$ cat config.mk
export PLATFORM = sky130hd
export DESIGN_NAME = seg_xlate
export DESIGN_NICKNAME = d
export VERILOG_FILES = /design/src/rtl/seg_xlate_pkg.sv /design/src/rtl/seg_table.sv /design/src/rtl/seg_check.sv /design/src/rtl/seg_rsp_reg.sv /design/src/rtl/seg_xlate.sv
export SDC_FILE = /design/constraint.sdc
export NUM_CORES = 1
export LEC_CHECK = 0
export ABC_AREA = 0
export ABC_CLOCK_PERIOD_IN_PS = 3350
export BUFFER_PORTS_ARGS = -buffer_cell sky130_fd_sc_hd__buf_4
export CAP_MARGIN = 10
export CORE_UTILIZATION = 55
export DETAILED_ROUTE_END_ITERATION = 12
export GPL_TIMING_DRIVEN = 0
export PLACE_DENSITY = 0.83
export SETUP_SLACK_MARGIN = 0.1
export SYNTH_ARGS = -nofsm -noshare
export SYNTH_HDL_FRONTEND = slang
export SYNTH_SLANG_ARGS = --single-unit
export TNS_END_PERCENT = 5
$ cat constraint.sdc
create_clock -name clk -period 3.35 [get_ports clk]
set_clock_uncertainty 0.2 [all_clocks]
set_input_delay 0.1675 -clock clk [delete_from_list [all_inputs] [get_ports clk]]
set_output_delay 0.1675 -clock clk [all_outputs]
set_load 0.03 [all_outputs]
$ cat src/rtl/seg_xlate_pkg.sv
package seg_xlate_pkg;
  localparam int PERM_W = 3;
  localparam int ACC_RD = 0;
  localparam int ACC_WR = 1;
  localparam int ACC_EX = 2;

  typedef enum logic [1:0] {
    FLT_NONE   = 2'b00,
    FLT_BOUNDS = 2'b01,
    FLT_PERM   = 2'b10,
    FLT_SEL    = 2'b11
  } fault_e;

  // Access allowed only for exactly one requested bit that is also granted.
  function automatic logic access_granted(input logic [PERM_W-1:0] acc,
                                          input logic [PERM_W-1:0] perm);
    return ($countones(acc) == 1) && ((acc & perm) != '0);
  endfunction
endpackage

$ cat src/rtl/seg_table.sv
module seg_table #(
  parameter int NUM_SEG = 8,
  parameter int SEL_W   = 4,
  parameter int OFF_W   = 16,
  parameter int PA_W    = 24
) (
  input  logic                              clk,
  input  logic                              rst_n,
  input  logic                              wr_en,
  input  logic [SEL_W-1:0]                  wr_idx,
  input  logic [PA_W-1:0]                   wr_base,
  input  logic [OFF_W-1:0]                  wr_limit,
  input  logic [seg_xlate_pkg::PERM_W-1:0]  wr_perm,
  input  logic                              wr_valid,
  input  logic [SEL_W-1:0]                  rd_sel,
  output logic                              rd_in_range,
  output logic                              rd_valid,
  output logic [PA_W-1:0]                   rd_base,
  output logic [OFF_W-1:0]                  rd_limit,
  output logic [seg_xlate_pkg::PERM_W-1:0]  rd_perm
);
  import seg_xlate_pkg::*;

  logic [PA_W-1:0]   base_q  [NUM_SEG];
  logic [OFF_W-1:0]  limit_q [NUM_SEG];
  logic [PERM_W-1:0] perm_q  [NUM_SEG];
  logic              valid_q [NUM_SEG];

  for (genvar g = 0; g < NUM_SEG; g++) begin : g_entry
    logic hit_wr;
    assign hit_wr = wr_en && (wr_idx == SEL_W'(g));
    always_ff @(posedge clk or negedge rst_n) begin
      if (!rst_n) begin
        base_q[g]  <= '0;
        limit_q[g] <= '0;
        perm_q[g]  <= '0;
        valid_q[g] <= 1'b0;
      end else if (hit_wr) begin
        base_q[g]  <= wr_base;
        limit_q[g] <= wr_limit;
        perm_q[g]  <= wr_perm;
        valid_q[g] <= wr_valid;
      end
    end
  end

  always_comb begin
    rd_in_range = 1'b0;
    rd_valid    = 1'b0;
    rd_base     = '0;
    rd_limit    = '0;
    rd_perm     = '0;
    for (int i = 0; i < NUM_SEG; i++) begin
      if (rd_sel == SEL_W'(i)) begin
        rd_in_range = 1'b1;
        rd_valid    = valid_q[i];
        rd_base     = base_q[i];
        rd_limit    = limit_q[i];
        rd_perm     = perm_q[i];
      end
    end
  end
endmodule

$ cat src/rtl/seg_check.sv
module seg_check #(
  parameter int OFF_W = 16,
  parameter int PA_W  = 24
) (
  input  logic                              in_range,
  input  logic                              ent_valid,
  input  logic [PA_W-1:0]                   ent_base,
  input  logic [OFF_W-1:0]                  ent_limit,
  input  logic [seg_xlate_pkg::PERM_W-1:0]  ent_perm,
  input  logic [OFF_W-1:0]                  off,
  input  logic [seg_xlate_pkg::PERM_W-1:0]  acc,
  output logic                              sel_ok,
  output logic                              bound_ok,
  output logic                              perm_ok,
  output seg_xlate_pkg::fault_e             fault_nx,
  output logic [PA_W-1:0]                   paddr_nx
);
  import seg_xlate_pkg::*;

  function automatic logic within_limit(input logic [OFF_W-1:0] o,
                                        input logic [OFF_W-1:0] lim);
    return o <= lim;
  endfunction

  function automatic logic [PA_W-1:0] add_base(input logic [PA_W-1:0] b,
                                               input logic [OFF_W-1:0] o);
    return b + PA_W'(o);
  endfunction

  assign sel_ok   = in_range && ent_valid;
  assign bound_ok = within_limit(off, ent_limit);
  assign perm_ok  = access_granted(acc, ent_perm);

  always_comb begin
    if (!sel_ok)        fault_nx = FLT_SEL;
    else if (!bound_ok) fault_nx = FLT_BOUNDS;
    else if (!perm_ok)  fault_nx = FLT_PERM;
    else                fault_nx = FLT_NONE;
  end

  assign paddr_nx = (fault_nx == FLT_NONE) ? add_base(ent_base, off) : '0;
endmodule

$ cat src/rtl/seg_rsp_reg.sv
module seg_rsp_reg #(
  parameter int PA_W = 24
) (
  input  logic                  clk,
  input  logic                  rst_n,
  input  logic                  in_valid,
  input  seg_xlate_pkg::fault_e in_fault,
  input  logic [PA_W-1:0]       in_paddr,
  output logic                  out_valid,
  output logic [1:0]            out_fault,
  output logic [PA_W-1:0]       out_paddr
);
  always_ff @(posedge clk or negedge rst_n) begin
    if (!rst_n) begin
      out_valid <= 1'b0;
      out_fault <= 2'b00;
      out_paddr <= '0;
    end else begin
      out_valid <= in_valid;
      out_fault <= in_valid ? in_fault : 2'b00;
      out_paddr <= in_valid ? in_paddr : '0;
    end
  end
endmodule

$ cat src/rtl/seg_xlate.sv
module seg_xlate #(
  parameter int NUM_SEG = 8,
  parameter int SEL_W   = 4,
  parameter int OFF_W   = 16,
  parameter int PA_W    = 24
) (
  input  logic              clk,
  input  logic              rst_n,
  input  logic              cfg_we,
  input  logic [SEL_W-1:0]  cfg_idx,
  input  logic [PA_W-1:0]   cfg_base,
  input  logic [OFF_W-1:0]  cfg_limit,
  input  logic [2:0]        cfg_perm,
  input  logic              cfg_valid,
  input  logic              req_valid,
  input  logic [SEL_W-1:0]  req_sel,
  input  logic [OFF_W-1:0]  req_off,
  input  logic [2:0]        req_acc,
  output logic              rsp_valid,
  output logic [1:0]        rsp_fault,
  output logic [PA_W-1:0]   rsp_paddr
);
  import seg_xlate_pkg::*;

  logic              w_in_range;
  logic              w_ent_valid;
  logic [PA_W-1:0]   w_base;
  logic [OFF_W-1:0]  w_limit;
  logic [PERM_W-1:0] w_perm;
  logic              w_sel_ok;
  logic              w_bound_ok;
  logic              w_perm_ok;
  fault_e            w_fault_nx;
  logic [PA_W-1:0]   w_paddr_nx;

  seg_table #(.NUM_SEG(NUM_SEG), .SEL_W(SEL_W), .OFF_W(OFF_W), .PA_W(PA_W)) u_table (
    .clk(clk), .rst_n(rst_n),
    .wr_en(cfg_we), .wr_idx(cfg_idx), .wr_base(cfg_base), .wr_limit(cfg_limit),
    .wr_perm(cfg_perm), .wr_valid(cfg_valid),
    .rd_sel(req_sel), .rd_in_range(w_in_range), .rd_valid(w_ent_valid),
    .rd_base(w_base), .rd_limit(w_limit), .rd_perm(w_perm)
  );

  seg_check #(.OFF_W(OFF_W), .PA_W(PA_W)) u_check (
    .in_range(w_in_range), .ent_valid(w_ent_valid), .ent_base(w_base),
    .ent_limit(w_limit), .ent_perm(w_perm), .off(req_off), .acc(req_acc),
    .sel_ok(w_sel_ok), .bound_ok(w_bound_ok), .perm_ok(w_perm_ok),
    .fault_nx(w_fault_nx), .paddr_nx(w_paddr_nx)
  );

  seg_rsp_reg #(.PA_W(PA_W)) u_rsp (
    .clk(clk), .rst_n(rst_n), .in_valid(req_valid), .in_fault(w_fault_nx),
    .in_paddr(w_paddr_nx), .out_valid(rsp_valid), .out_fault(rsp_fault),
    .out_paddr(rsp_paddr)
  );
endmodule

# == After elaboration in Yosys (flattened, before gate mapping) ==
# Cells that the tools add are included.
# word_totals
regBits,379
in_bits,75
output_inout_bits,27
elab_cells,115
# classes
reduce_logical,14
eq_ne,15
order_cmp,1
n_mux,46
bitwise,1
addsub,3
# op_table
op,count
$mux W24,10
$mux W16,8
$add A32 B1 Y32,1
$eq A32 B2 Y1 const B,1
$eq A4 B3 Y1 const B,8
$add A24 B16 Y24,1
$mux W3,8
$eq A4 B2 Y1 const B,4
$le A16 B16 Y1,1
$mux W1,16
$logic_and A1 B1 Y1,10
$eq A4 B1 Y1 const B,2
$logic_not A4 Y1,2
$mux W2,4
$and A3 B3 Y3,1
$reduce_bool A3 Y1,1
$add A1 B1 Y2,1
$logic_not A2 Y1,1

# == Logic depth before layout (Yosys ltp) ==
# logic_depth
word_depth,18
mapped_depth,19
depth_no_buf,15

# == Cells and area by module ==
# A second synthesis with hierarchy kept.
# unflattened
cells_unflattened,1475
area_unflattened_um2,19020.7
# modules_own_cells
module,area_per_inst_um2,n_inst,cells_per_inst,seq_area_each_um2
seg_table,16283.1,1,1141,8808.4
seg_check,1851.8,1,279,0.0
seg_rsp_reg,885.8,1,55,675.6

# == Worst setup path before layout ==
# Ideal clock, no wire load.
# synth_path
path_kind,input port to flip-flop
from,input port req_sel[1]
to,register u_rsp.out_paddr[14]
cell_stages,18
path_buffers,6
arrival_ns,3.936
path_slack_ns,-0.911
cell_sequence,buf_2 > buf_2 > buf_2 > buf_2 > nor3_1 > buf_2 > buf_2 > a22oi_1 > nand4_1 > ha_1 > fa_1 > a211oi_1 > o21bai_1 > a311oi_1 > o21ai_0 > a221oi_1 > mux2i_1 > a21oi_1
# synth_between
elab_chain_cells,18
elab_cells_between_ends,60
cone_classes,add/sub (1); order compare (1); eq/ne (7); mux (45); bitwise (1); reduce/logical (5)
# synth_rtl
element,line,text
from (decl),seg_xlate.sv:16,"input logic [SEL_W-1:0] req_sel,"
branches (longest 16 deep; another with $le A16 B16 Y1),--,
$mux W24 *,seg_check.sv:41,"assign paddr_nx = (fault_nx == FLT_NONE) ? add_base(ent_base, off) : '0;"
$mux W24 *,seg_rsp_reg.sv:21,out_paddr <= in_valid ? in_paddr : '0;
to (signal assigned),seg_rsp_reg.sv:21,
to (decl),seg_rsp_reg.sv:11,output logic [PA_W-1:0] out_paddr
# Every way passes the cells marked *.
# A chain may end at the register's enable or synchronous reset.

# == Worst setup path after layout ==
# layout_path
from,input port req_sel[3]
to,register u_rsp.out_paddr[18]
# Same word-level chain as after synthesis.

==> out/metrics.cfg <==
[placement]
gp_congestion=0.901
port_buffers=96
place_hpwl_mm=32.7
dpl_cell_area_um2=19000
post-place-cells=1830
pre_cts_ws_ps=-1670

[floorplanning]
start_util_pct=55.7
io_pins=102
die_h_um=181
die_area_um2=32600
coreArea_um2=31500
num_rows=65
die_w_um=181

[yosys]
ys_seq_elements=379
ys_seq_area_share_pct=54.1
synth_area_leader_cell=dfrtp_1
syn_area_per_cell_um2=13.2
syn_nets=1440
synth_top_family_by_area=multiplexers
yosys.area_share.simple_pct=5.78
synth_xor_area_share_pct=0.749
synth_flop_cell=dfrtp_1
netlist.area_leader.share_pct=54.1
synth_adder_area_share_pct=2.72
synth-compound-area-share_pct=9.71
yosysWarnings=0
ys_types=67
syn_inst=1328
async_flop_share_pct=100
muxShareOfSynthArea_pct=24.8
synthTopCellsByArea=dfrtp_1, mux2_2, a22oi_1
netlist_area_um2=17500
synth_enable_flop_cells=0

[worst_setup_path]
critPathCaptureType=register
critPathSlowestCell=fa_2
path_cells=buf_6 > nand2b_4 > nor2_4 > clkbuf_4 > buf_6 > a22oi_1 > nand4_1 > ha_4 > fa_2 > a211oi_4 > o21bai_1 > a311oi_2 > buf_4 > buf_6 > o31ai_4 > nor3b_4 > xnor2_1 > nor2_1
r2r-end=u_rsp.out_paddr[18]$_DFF_PN0_
cpMostUsedCell=buf_6
ff2ff_setup_slack_ps=-120
critPathTopFamily=compound AO/OA/AOI/OAI gates
reg2reg_depth=13
cp-start-kind=input port
worstPathRequired_ps=3570
r2r_start=u_table.base_q[168]$_DFFE_PN0P_
cp_max_fo=10
critPathBufInv=5
max_stage_delay_ps=430
criticalPathCategory=input port to register
cp.arrival_ps=3780

[drt]
via_per_inst=6.65
highest_layer=met4
wl_met2_mm=25.7
dr.pass1.iters=7
drt_iter0_markers=1515
wl_met1_mm=20.1
wl_per_cell_um=26.9
drt_wl_total_mm=54.3
drcViolationCount=0
met3_length_mm=4.79
num_vias=13400
ant_nets=0

[final_layout]
multi_input_area_um2=8220
instances_no_fill=2021
fillers=1879
nets=1702
drive_gt1_share_pct=44.3
final_area_um2=22100
utilization_pct=70.1
syn2layout_area_growth_pct=25.7
seq_area_um2=9480
antennaDiodeCount=0

[timing]
fin_crit_sh_pct=106
drv_slew=0
rsz0062_at_grt=true
period_needed_ps=3560
setup_ws_ps=-210
worstMarginPinSlew_ps=1100
finalSetupViolCount=10
slew_headroom_pct=26.5
max_freq_ghz=0.281
hold_viol_final=0
hold_ws_ps=14.5

[status]
status=complete, but fails checks
violations=setup timing

[global_route]
grt_pass1_wl_mm=80.8
antenna_found_initial=0
grt_remaining_overflow=0
grt_pass1_vias=13800
track_usage_pct=32.5
grt_max_degree=131

[clock_network]
clk_pin_slew_worst_paths_ps=60
clockRootBuffer=clkbuf_16
cts_tree=yes
cts.path.max_buffers=3
insertion_delay_ps=550
cts_buffers=39
cts_sinks=379
htree_levels=2

[power]
power.density_nw_per_um2=593
p_leak_uw=0.00963
vdd_ir_drop_max_mv=0.445

[flow_run]
cap_violations=0

[worst_hold_path]
hp-class=input port to asynchronous set/reset pin

-- layer usage --
layer	up-vias	global-route usage, %
met5	-	0
met4	0	20.4
met3	251	6.83
met2	850	51.4
met1	6841	40.9
li1	5502	-
-- repair_timing --
| action | 4_1_cts | 5_1_grt |
|---|---|---|
| buffers inserted | 22 | 38 |
| gates cloned | 3 | 0 |
| hold buffers | 59 | 0 |
| endpoints found under the setup margin | 26 | 25 |
| pin swaps | 43 | 44 |
| resized for setup | 111 | 57 |
| hold endpoints to repair | 616 | 0 |
-- logic make-up (layout without fill, tap and decap cells) --
family,Yosys count,after routing
multiplexers,381,381
XOR/XNOR,15,15
adder cells (fa/ha/maj),37,37
flip-flops,379,379
AO/OA/AOI/OAI,238,238
buffers and inverters,86,377
AND/OR/NAND/NOR,192,192
-- cell type report --
class / instances / share of cell area [%]
inverters: 8 / 0.136
multi-input cells: 863 / 37.3
repair buffers: 223 / 8.83
plain buffers: 76 / 2.72
flip-flops and latches: 379 / 43.0
well taps: 402 / 2.28
clock inverters: 17 / 0.721
clock buffers: 53 / 5.03
-- sequential cells by signal (all words and copies together), names as in the netlist --
| name | cells |
|---|---|
| u_rsp.out_fault | 2 |
| u_table.perm_q | 24 |
| u_table.valid_q | 8 |
| u_rsp.out_paddr | 24 |
| u_table.limit_q | 128 |
| u_table.base_q | 192 |
| u_rsp.out_valid | 1 |
-- worst max path at each step --
stage,start,endpoint,slack (ps),cells after the start
after floorplan,req_sel[1],u_rsp.out_paddr[14]$_DFF_PN0_,-260,19
after global placement,req_sel[3],u_rsp.out_paddr[15]$_DFF_PN0_,-1640,15
after detailed placement,req_sel[3],u_rsp.out_paddr[23]$_DFF_PN0_,-1670,16
after CTS,req_sel[1],u_rsp.out_paddr[23]$_DFF_PN0_,-10,19
after global routing,req_sel[1],u_rsp.out_paddr[18]$_DFF_PN0_,-340,19
final,req_sel[3],u_rsp.out_paddr[18]$_DFF_PN0_,-210,18
-- stage by stage --
step	power [µW]	TNS, ps
floorplan	7540	-3000
global placement	8100	-602800
detailed placement	8300	-37830
CTS	12800	-14.0
global route	13500	-2680
finish	13100	-1160
-- worst min-delay path, stage by stage --
cell and delay, ps:
dlygate4sd3_1 560, buf_8 150, buf_16 230
-- where the power goes --
| group | internal, µW | switching, µW |
|---|---|---|
| Combinational | 1390 | 1190 |
| Clock | 2490 | 1850 |
| Sequential | 5570 | 577 |
-- cell usage in the layout (no fill, tap or decap), drive strengths merged, types with 18 or more instances in the layout --
cell	Yosys	layout
nor3	18	18
dlygate4sd3	0	58
nand2	35	35
mux2	360	360
buf	21	190
clkbuf	57	104
a21oi	36	36
nor2	55	55
o21ai	21	21
a22oi	102	102
dfrtp	379	379
ha	35	35
-- synth_stat cells, types with 9 or more instances --
master and instances:
dfrtp_1 379, mux2_2 360, a22oi_1 102, clkbuf_1 57, nor2_1 54, a21oi_1 36
ha_1 35, nand2_1 35, o21ai_0 20, nor3_1 16, nand4_1 15, mux2i_1 14
buf_2 13, nor2b_1 11, a41oi_1 9, nand3b_1 9
No activity file was read; power rests on OpenSTA's default activity.
